$ cat src/rtl/dlyseq_pkg.sv
// Shared types, field positions and merge functions for the DLL
// programming sequencer. Assumes 32-bit configuration words.
package dlyseq_pkg;

    localparam int DLY_W       = 7;
    localparam int WORD_W      = 32;
    localparam int START_LSB   = 0;
    localparam int START_W     = 8;
    localparam int SET_BIT     = 8;
    localparam int LOCKN_LSB   = 16;
    localparam int LOCKN_W     = 3;
    localparam int PHDET_LSB   = 20;
    localparam int PHDET_W     = 3;
    localparam int BYPASS_BIT  = 23;
    localparam int HALF_BIT    = 24;
    localparam int STRB_LSB    = 0;
    localparam int SAMP_LSB    = 8;
    localparam int LOCKED_BIT  = 2;
    localparam int START_CODE  = 4;
    localparam int LOCKN_CODE  = 4;

    typedef logic [WORD_W-1:0] word_t;

    typedef enum logic [3:0] {
        S_IDLE, S_RD_CTL_A, S_WR_CTL_A, S_RD_DLY, S_WR_DLY,
        S_RD_CTL_B, S_WR_CTL_B, S_POLL, S_FINISH
    } seq_state_e;

    typedef enum logic [1:0] {
        RES_OK     = 2'd0,
        RES_BUS    = 2'd1,
        RES_NOLOCK = 2'd2
    } seq_result_e;

    typedef enum logic {
        KIND_SAMPLE = 1'b0,
        KIND_STROBE = 1'b1
    } dly_kind_e;

    // Mask covering start, strobe and lock count fields.
    function automatic word_t core_mask();
        word_t m;
        m = '0;
        m[START_LSB +: START_W] = '1;
        m[SET_BIT]              = 1'b1;
        m[LOCKN_LSB +: LOCKN_W] = '1;
        return m;
    endfunction

    // Start value and lock count loaded together.
    function automatic word_t core_load();
        word_t v;
        v = '0;
        v[START_LSB +: START_W] = START_W'(START_CODE);
        v[LOCKN_LSB +: LOCKN_W] = LOCKN_W'(LOCKN_CODE);
        return v;
    endfunction

    // First control write: clear every mode field, load start/lock count.
    function automatic word_t ctl_prepare(word_t old);
        word_t m;
        m = core_mask();
        m[PHDET_LSB +: PHDET_W] = '1;
        m[BYPASS_BIT]           = 1'b1;
        m[HALF_BIT]             = 1'b1;
        return (old & ~m) | core_load();
    endfunction

    // Second control write: reload start/lock count with strobe high.
    function automatic word_t ctl_commit(word_t old);
        word_t v;
        v = core_load();
        v[SET_BIT] = 1'b1;
        return (old & ~core_mask()) | v;
    endfunction

    // Delay word merge: replace only the field picked by kind.
    function automatic word_t dly_merge(word_t old, dly_kind_e kind,
                                        logic [DLY_W-1:0] code);
        word_t v;
        v = old;
        if (kind == KIND_STROBE) v[STRB_LSB +: DLY_W] = code;
        else                     v[SAMP_LSB +: DLY_W] = code;
        return v;
    endfunction

endpackage

$ cat src/rtl/dlyseq_req_capture.sv
// Request capture: latches the delay code and kind on acceptance only.
// Assumes accept is a single-cycle qualifier from the sequencer.
module dlyseq_req_capture
    import dlyseq_pkg::*;
(
    input  logic             clk,
    input  logic             rst_n,
    input  logic             accept,
    input  logic             busy,
    input  logic             kind_in,
    input  logic [DLY_W-1:0] code_in,
    output dly_kind_e        kind_q,
    output logic [DLY_W-1:0] code_q
);

    // Hold the request fields from acceptance to the next acceptance.
    always_ff @(posedge clk) begin
        if (!rst_n) begin
            kind_q <= KIND_SAMPLE;
            code_q <= '0;
        end else if (accept) begin
            kind_q <= dly_kind_e'(kind_in);
            code_q <= code_in;
        end
    end

    AST_HELD_STABLE: assert property (@(posedge clk) disable iff (!rst_n)
        (busy && $past(busy)) |-> ($stable(code_q) && $stable(kind_q)));

endmodule

$ cat src/rtl/dlyseq_poll_ctr.sv
// Poll budget counter: counts failed lock reads, flags the final allowed
// read. Assumes clear and step are never high together.
module dlyseq_poll_ctr #(
    parameter int MAX_POLLS = 1000
) (
    input  logic clk,
    input  logic rst_n,
    input  logic clear,
    input  logic step,
    output logic last
);

    localparam int CNT_W = $clog2(MAX_POLLS + 1);
    localparam logic [CNT_W-1:0] LAST_IDX = CNT_W'(MAX_POLLS - 1);

    logic [CNT_W-1:0] cnt;

    // Count reads that returned no lock in the current run.
    always_ff @(posedge clk) begin
        if (!rst_n)     cnt <= '0;
        else if (clear) cnt <= '0;
        else if (step)  cnt <= cnt + 1'b1;
    end

    assign last = (cnt == LAST_IDX);

    AST_POLL_BOUND: assert property (@(posedge clk) disable iff (!rst_n)
        cnt <= LAST_IDX);
    AST_NO_STEP_PAST_LAST: assert property (@(posedge clk) disable iff (!rst_n)
        last |-> !step);

endmodule

$ cat src/rtl/dlyseq_fsm.sv
// Sequencer core: walks the fixed read/modify/write chain over the
// register bus, polls lock, and reports the result. Assumes one
// outstanding transaction; bus_rdata and bus_err are valid with bus_ack.
module dlyseq_fsm
    import dlyseq_pkg::*;
#(
    parameter int              ADDR_W    = 12,
    parameter logic [ADDR_W-1:0] CTL_ADDR  = 12'h1B0,
    parameter logic [ADDR_W-1:0] DLY_ADDR  = 12'h1B4,
    parameter logic [ADDR_W-1:0] STAT_ADDR = 12'h1B8
) (
    input  logic              clk,
    input  logic              rst_n,
    input  logic              req_valid,
    output logic              req_ready,
    output logic              accept,
    input  dly_kind_e         kind_q,
    input  logic [DLY_W-1:0]  code_q,
    output logic              poll_clear,
    output logic              poll_step,
    input  logic              poll_last,
    output logic              busy,
    output logic              done,
    output logic              done_err,
    output logic [1:0]        done_cause,
    output logic              bus_req,
    output logic              bus_we,
    output logic [ADDR_W-1:0] bus_addr,
    output word_t             bus_wdata,
    input  word_t             bus_rdata,
    input  logic              bus_ack,
    input  logic              bus_err
);

    seq_state_e  state, nxt;
    seq_result_e cause, fin_cause;
    logic        fin;
    word_t       shadow;
    logic        is_read;

    assign req_ready = (state == S_IDLE);
    assign accept    = req_valid && req_ready;
    assign busy      = (state != S_IDLE);
    assign done      = (state == S_FINISH);
    assign done_err  = done && (cause != RES_OK);
    assign done_cause = done ? cause : RES_OK;

    // Decode which states drive a transaction, and its direction.
    always_comb begin
        bus_req = 1'b0;
        bus_we  = 1'b0;
        is_read = 1'b0;
        case (state)
            S_RD_CTL_A, S_RD_DLY, S_RD_CTL_B, S_POLL: begin
                bus_req = 1'b1;
                is_read = 1'b1;
            end
            S_WR_CTL_A, S_WR_DLY, S_WR_CTL_B: begin
                bus_req = 1'b1;
                bus_we  = 1'b1;
            end
            default: ;
        endcase
    end

    // Pick the register address for the current step.
    always_comb begin
        case (state)
            S_RD_DLY, S_WR_DLY: bus_addr = DLY_ADDR;
            S_POLL:             bus_addr = STAT_ADDR;
            default:            bus_addr = CTL_ADDR;
        endcase
    end

    // Form write data from the last word read.
    always_comb begin
        case (state)
            S_WR_CTL_A: bus_wdata = ctl_prepare(shadow);
            S_WR_DLY:   bus_wdata = dly_merge(shadow, kind_q, code_q);
            S_WR_CTL_B: bus_wdata = ctl_commit(shadow);
            default:    bus_wdata = '0;
        endcase
    end

    // Next-state and poll-counter control.
    always_comb begin
        nxt        = state;
        fin        = 1'b0;
        fin_cause  = RES_OK;
        poll_clear = 1'b0;
        poll_step  = 1'b0;
        case (state)
            S_IDLE:   if (req_valid) nxt = S_RD_CTL_A;
            S_FINISH: nxt = S_IDLE;
            default: begin
                if (bus_ack) begin
                    if (bus_err) begin
                        nxt       = S_FINISH;
                        fin       = 1'b1;
                        fin_cause = RES_BUS;
                    end else begin
                        case (state)
                            S_RD_CTL_A: nxt = S_WR_CTL_A;
                            S_WR_CTL_A: nxt = S_RD_DLY;
                            S_RD_DLY:   nxt = S_WR_DLY;
                            S_WR_DLY:   nxt = S_RD_CTL_B;
                            S_RD_CTL_B: nxt = S_WR_CTL_B;
                            S_WR_CTL_B: begin
                                nxt        = S_POLL;
                                poll_clear = 1'b1;
                            end
                            S_POLL: begin
                                if (bus_rdata[LOCKED_BIT]) begin
                                    nxt = S_FINISH;
                                    fin = 1'b1;
                                end else if (poll_last) begin
                                    nxt       = S_FINISH;
                                    fin       = 1'b1;
                                    fin_cause = RES_NOLOCK;
                                end else begin
                                    poll_step = 1'b1;
                                end
                            end
                            default: nxt = S_IDLE;
                        endcase
                    end
                end
            end
        endcase
    end

    // State, read shadow and result registers.
    always_ff @(posedge clk) begin
        if (!rst_n) begin
            state  <= S_IDLE;
            shadow <= '0;
            cause  <= RES_OK;
        end else begin
            state <= nxt;
            if (bus_ack && !bus_err && is_read) shadow <= bus_rdata;
            if (fin) cause <= fin_cause;
        end
    end

    AST_DONE_PULSE: assert property (@(posedge clk) disable iff (!rst_n)
        done |=> (!done && !busy));
    AST_REQ_HOLD: assert property (@(posedge clk) disable iff (!rst_n)
        (bus_req && !bus_ack) |=> (bus_req && $stable(bus_addr) && $stable(bus_we)));
    AST_ABORT_ON_ERR: assert property (@(posedge clk) disable iff (!rst_n)
        (bus_req && bus_ack && bus_err) |=> (!bus_req && done && done_err));
    AST_NO_TAKE_BUSY: assert property (@(posedge clk) disable iff (!rst_n)
        (busy && req_valid && !done) |=> busy);
    AST_IDLE_QUIET: assert property (@(posedge clk) disable iff (!rst_n)
        !busy |-> !bus_req);

endmodule

$ cat src/rtl/dll_delay_programmer.sv
// Top level of the DLL delay-line programming sequencer: joins request
// capture, poll budget and sequencing core. Assumes a single-master
// register bus with one outstanding transaction.
module dll_delay_programmer
    import dlyseq_pkg::*;
#(
    parameter int                ADDR_W    = 12,
    parameter int                MAX_POLLS = 1000,
    parameter logic [ADDR_W-1:0] CTL_ADDR  = 12'h1B0,
    parameter logic [ADDR_W-1:0] DLY_ADDR  = 12'h1B4,
    parameter logic [ADDR_W-1:0] STAT_ADDR = 12'h1B8
) (
    input  logic              clk,
    input  logic              rst_n,
    input  logic              req_valid,
    output logic              req_ready,
    input  logic              req_kind,
    input  logic [6:0]        req_code,
    output logic              busy,
    output logic              done,
    output logic              done_err,
    output logic [1:0]        done_cause,
    output logic              bus_req,
    output logic              bus_we,
    output logic [ADDR_W-1:0] bus_addr,
    output logic [31:0]       bus_wdata,
    input  logic [31:0]       bus_rdata,
    input  logic              bus_ack,
    input  logic              bus_err
);

    logic             accept;
    dly_kind_e        kind_q;
    logic [DLY_W-1:0] code_q;
    logic             poll_clear, poll_step, poll_last;

    dlyseq_req_capture u_cap (
        .clk     (clk),
        .rst_n   (rst_n),
        .accept  (accept),
        .busy    (busy),
        .kind_in (req_kind),
        .code_in (req_code),
        .kind_q  (kind_q),
        .code_q  (code_q)
    );

    dlyseq_poll_ctr #(.MAX_POLLS(MAX_POLLS)) u_poll (
        .clk   (clk),
        .rst_n (rst_n),
        .clear (poll_clear),
        .step  (poll_step),
        .last  (poll_last)
    );

    dlyseq_fsm #(
        .ADDR_W    (ADDR_W),
        .CTL_ADDR  (CTL_ADDR),
        .DLY_ADDR  (DLY_ADDR),
        .STAT_ADDR (STAT_ADDR)
    ) u_fsm (
        .clk        (clk),
        .rst_n      (rst_n),
        .req_valid  (req_valid),
        .req_ready  (req_ready),
        .accept     (accept),
        .kind_q     (kind_q),
        .code_q     (code_q),
        .poll_clear (poll_clear),
        .poll_step  (poll_step),
        .poll_last  (poll_last),
        .busy       (busy),
        .done       (done),
        .done_err   (done_err),
        .done_cause (done_cause),
        .bus_req    (bus_req),
        .bus_we     (bus_we),
        .bus_addr   (bus_addr),
        .bus_wdata  (bus_wdata),
        .bus_rdata  (bus_rdata),
        .bus_ack    (bus_ack),
        .bus_err    (bus_err)
    );

endmodule

$ cat config.mk
export PLATFORM = sky130hd
export DESIGN_NAME = dll_delay_programmer
export DESIGN_NICKNAME = d
export VERILOG_FILES = /design/src/rtl/dlyseq_pkg.sv /design/src/rtl/dlyseq_req_capture.sv /design/src/rtl/dlyseq_poll_ctr.sv /design/src/rtl/dlyseq_fsm.sv /design/src/rtl/dll_delay_programmer.sv
export SDC_FILE = /design/constraint.sdc
export NUM_CORES = 1
export LEC_CHECK = 0
export CAP_MARGIN = 20
export CORE_ASPECT_RATIO = 0.9
export CORE_MARGIN = 2
export CORE_UTILIZATION = 41
export DETAILED_ROUTE_END_ITERATION = 8
export PLACE_DENSITY = 0.75
export SLEW_MARGIN = 20
export SYNTH_ARGS = -nofsm -noshare
export SYNTH_HDL_FRONTEND = slang
export SYNTH_SLANG_ARGS = --single-unit
$ cat constraint.sdc
create_clock -name clk -period 1.5 [get_ports clk]
set_input_delay 0.3 -clock clk [delete_from_list [all_inputs] [get_ports clk]]
set_output_delay 0.3 -clock clk [all_outputs]
set_load 0.005 [all_outputs]
; ---- Word level (Yosys, flattened, before mapping)
; Cells that the tools add are included.
[totals]
regBits = 56
word_cells = 72
[classes]
bitwise = 1
n_mux = 37
reduce_logical = 16
eq_ne = 11
n_addsub = 1
[op_table]
columns = op, count
row1 = 32-bit case mux with 3 select lines, 1
row2 = 4-bit case mux with 7 select lines, 1
row3 = 4-bit 2-to-1 mux, 5
row4 = 1-bit 2-to-1 mux, 19
row5 = 4-bit by 3-bit equality test with 1-bit output (second input constant), 4
row6 = 4-bit case mux with 2 select lines, 2
row7 = 2-bit 2-to-1 mux, 7
row8 = 7-bit 2-to-1 mux, 2
row9 = 10-bit by 1-bit adder with 10-bit output (second input constant), 1
row10 = 10-bit equality test (second input constant), 1
row11 = 4-bit by 2-bit equality test with 1-bit output (second input constant), 2
row12 = 7-bit OR reduction, 1
row13 = 6-bit by 4-bit inequality test with 1-bit output (second input constant), 1
row14 = 2-bit OR reduction, 3
row15 = 4-bit by 1-bit equality test with 1-bit output (second input constant), 1
row16 = 4-bit equality test (second input constant), 1
row17 = 1-bit logical AND, 4
row18 = 4-bit logical NOT, 1
row19 = 4-bit nonzero test, 1
row20 = 4-bit OR reduction, 1
row21 = 3-bit AND reduction, 1
row22 = 3-bit nonzero test, 1
row23 = 3-bit OR reduction, 1
row24 = 2-bit inequality test (second input constant), 1
row25 = other kinds (3), 3

; ---- Depth between registers and ports, before layout
[depth]
ltp_word = 7
ltp_mapped = 6
depth_no_buf = 5

; ---- By module
; Synthesis repeated with hierarchy kept, for this count alone.
[unflattened]
hier_cells = 357
hier_area_um2 = 2961.6
[by_module_without_submodules]
columns = module, n_inst, cells_each, area_each_um2
row1 = dlyseq_fsm, 1, 278, 2165.8
row2 = dlyseq_poll_ctr, 1, 54, 494.2
row3 = dlyseq_req_capture, 1, 25, 301.5

; ---- Worst setup path after synthesis
; Ideal clock, no wire load.
[synth_timing]
kind = flip-flop to output port
startpoint = register u_fsm.state[0]
endpoint = output bus_wdata[10]
arrival_ps = 1308
setup_slack_ps = -108
path_stages_with_launch = 6
n_path_buf = 1
cell_sequence = dfxtp_1 -> buf_2 -> nor2_1 -> nand3b_1 -> nor2_1 -> a22o_1
[synth_via]
elab_chain_len = 2
word_cells_on_any_way = 4
[synth_rtl]
columns = item, line
row1 = from (decl), dlyseq_fsm.sv:35  ; seq_state_e state, nxt;
row2 = from (signal assigned), dlyseq_fsm.sv:139  ; state <= nxt;
row3 = 4-bit by 3-bit equality test with 1-bit output or 4-bit by 2-bit equality test with 1-bit output (tied branches), dlyseq_fsm.sv:77  ; case (state)
row4 = 32-bit case mux with 3 select lines *, dlyseq_fsm.sv:77
row5 = to (decl), dll_delay_programmer.sv:26  ; output logic [31:0] bus_wdata,
; Mark *: on every way between the ends. The rest lies on a longest branch, timed or not.

; ---- Worst setup path after layout
[layout_timing]
startpoint = register u_fsm.state[3]
endpoint = output bus_wdata[14]
; The elaborated chain is that of the path after synthesis.

==> run summary <==
status = finished with violations
violated checks = negative setup slack
Hold Startpoint = u_fsm.shadow[21]
DIE HEIGHT = 82.6 µm
row cnt = 28
WL met2 = 5.64 mm
DRT Pass-1 Iters = 5
Critical Path Fanout Max = 5
most frequent cell after synthesis = nand2_1
DRC Markers = 0
Pint = 2480 µW
synthesized area per cell = 8.02 µm²
maximum clock path buffer count = 2
hold_buf cts = 0
clock share of power = 0.243
Sink Count = 56
worst hold-check path type = reg2reg
r2r setup slk = -0.29 ns
H-tree depth = 2
vias in the first global route = 3154
diodes inserted = 0
clk slew on worst S/H paths = 0.10 ns
CTS root buffer = clkbuf_8
grt total ovfl = 0
worst flop-to-flop path endpoint = u_poll.cnt[3]
Synth top cells by count = nand2_1 (73), dfxtp_1 (56), a21oi_1 (38)
initial cell density of the core = 0.425
metal3 WL = 956 µm
endpoints failing setup = 98
IO buf count = 86
first-pass GRT wire length = 14.9 mm
Post-synth top flop = dfxtp_1
fmax = 501 MHz
vias per std cell = 5.59
net switching power = 1030 µW
share of layout cells above drive strength 1 = 0.443
TritonCTS clock tree = done
final slew viol count = 0
Worst Hold End = u_fsm.shadow[21]
Yosys warning count = 0
placed instance area = 0.00412 mm²
Switching Share = 0.293
Seq pwr share = 0.459
min Tclk post-route = 1.99 ns
Core Area = 0.00662 mm²
I/O pin cnt = 97
WL/cell = 18.7 µm
FF+latch count, synth = 56
r2r startpoint = u_fsm.state[1]
Final Worst Setup Slack = -0.494 ns
total number of vias = 3472
largest net degree at the start of global routing = 27
CP Launch Type = flop
dpl hpwl = 5.89 mm
Leak = 0.00220 µW
aggregate global-route resource usage = 0.251
critical path data arrival time = 1.69 ns
DR top layer = met4
Fin Clk Skew = 0.0126 ns
RSZ-0062 raised after global routing = true
# Max-Cap Violations = 0
Antenna Violating Nets Remaining = 0
CP required = 1.20 ns
CP Capture Type = output port
area of the multi-input gates = 0.00197 mm²
ys async rst share = 0
Final Hold Fails = 0
gpl congestion = 0.905
register area share after synthesis = 0.398
CP Class = reg2out
total CTS buffers = 5
Comb power frac = 0.298
setup_tns = -18.06 ns
Syn-to-layout area delta = 83.1%
Die X = 91.3 µm
Post-synth EDFFs = 0
Synth area leaders = dfxtp_1 (40%), nand2_1 (9.7%), a21oi_1 (6.8%)
Netlist Area Pre-Place = 0.00281 mm²
final instance area = 0.00515 mm²
R2R depth = 6
Final nets = 576
post-synth top area share = 0.398
Pwr Density = 681 mW/mm²
number of antenna violations at the first check in global routing = 0
Total Wirelength = 11.6 mm
Min-Delay Path Depth = 2
fillcell total = 389
storage element area = 0.00114 mm²
post-synthesis cell count = 351
Synth cell types = 54
cell taking the most area after synthesis = dfxtp_1
Initial DRC Count = 243
maximum VDD drop = 0.575 mV
Total Die Area = 0.00754 mm²
Clock Latency Late Sink = 0.32 ns
routed metal-1 wire length = 4.54 mm
period utilization = 1.33
## power groups by stage
stage | Sequential (µW) | Clock [µW] | Combinational (µW)
after floorplan | 1610 | 0 | 307
after global placement | 1630 | 0 | 602
after CTS | 1590 | 863 | 860
after global routing | 1620 | 924 | 1090
after detailed placement | 1630 | 0 | 609
final | 1610 | 853 | 1050
## final cells by class
class	instances	share of cell area
tap	90	0.0219
sequential	56	0.222
clock buffer	6	0.0141
inverter	5	0.00364
multi-input combinational	267	0.382
clock inverter	2	0.00267
timing repair buffer	195	0.354
## sequential cells by signal, summed over array words and instances, names as in the netlist
| name | count |
|---|---|
| u_cap.kind_q | 1 |
| u_fsm.state | 4 |
| u_fsm.shadow | 32 |
| u_fsm.cause | 2 |
| u_poll.cnt | 10 |
| u_cap.code_q | 7 |
## repair_timing
action                                  in CTS  in global routing
setup buffers                               35                 26
pin swaps                                   44                 44
cloned                                       2                  0
endpoints found under the setup margin      98                 98
gates resized for setup                    246                 98
## layout by cell type (no fill, tap or decap), types with 8 or more instances in the layout
cell,synthesis,final
buf_2,10,19
a21oi_1,38,34
and2_4,0,13
nand2_1,73,71
nor2_4,0,8
buf_6,0,69
dfxtp_1,56,47
nor2_1,28,20
buf_4,10,59
conb_1,2,10
mux2i_1,16,13
clkdlybuf4s50_1,0,44
## routing by layer
layer	up-vias	global-route usage
li1	1556	-
met1	1640	0.297
met2	225	0.449
met3	51	0.0544
met4	0	0.102
met5	-	0
## how the worst max path moves through the flow
stage / startpoint / endpoint / slack (ns)
after floorplan: u_poll.cnt[0] / u_fsm.cause[1] / 0.001
after global placement: bus_err / u_poll.cnt[6] / -0.42
after detailed placement: bus_err / u_poll.cnt[3] / -0.46
after CTS: u_fsm.state[1] / bus_wdata[14] / -0.43
after global routing: u_fsm.state[3] / bus_wdata[14] / -0.52
final: u_fsm.state[3] / bus_wdata[14] / -0.49
## per-stage QoR
step	cells	hold slack [ns]	setup WS (ns)	total power (µW)	utilization
after floorplan	359	0.432	0.00135	1920	-
after global placement	562	0.437	-0.416	2230	0.622
after detailed placement	562	0.442	-0.462	2240	0.622
after CTS	605	0.461	-0.426	3320	0.709
after global routing	621	0.485	-0.518	3640	0.778
final	621	0.464	-0.494	3510	0.778
## cell families after synthesis
kind of cell    synth area share
compound gates             0.152
xor+xnor                  0.0156
fa+ha+maj                0.00445
buf+inv                   0.0671
flops                      0.398
mux                       0.0609
other cells              0.00267
simple gates               0.299
## worst max-delay path, cell delays in order, from the launching register on
cell and delay [ns]:
dfxtp_4 0.39, nor4b_4 0.30, a21o_1 0.23, buf_6 0.12, buf_6 0.09, a22o_1 0.13, buf_2 0.12
No activity file was read; power rests on OpenSTA's default activity.
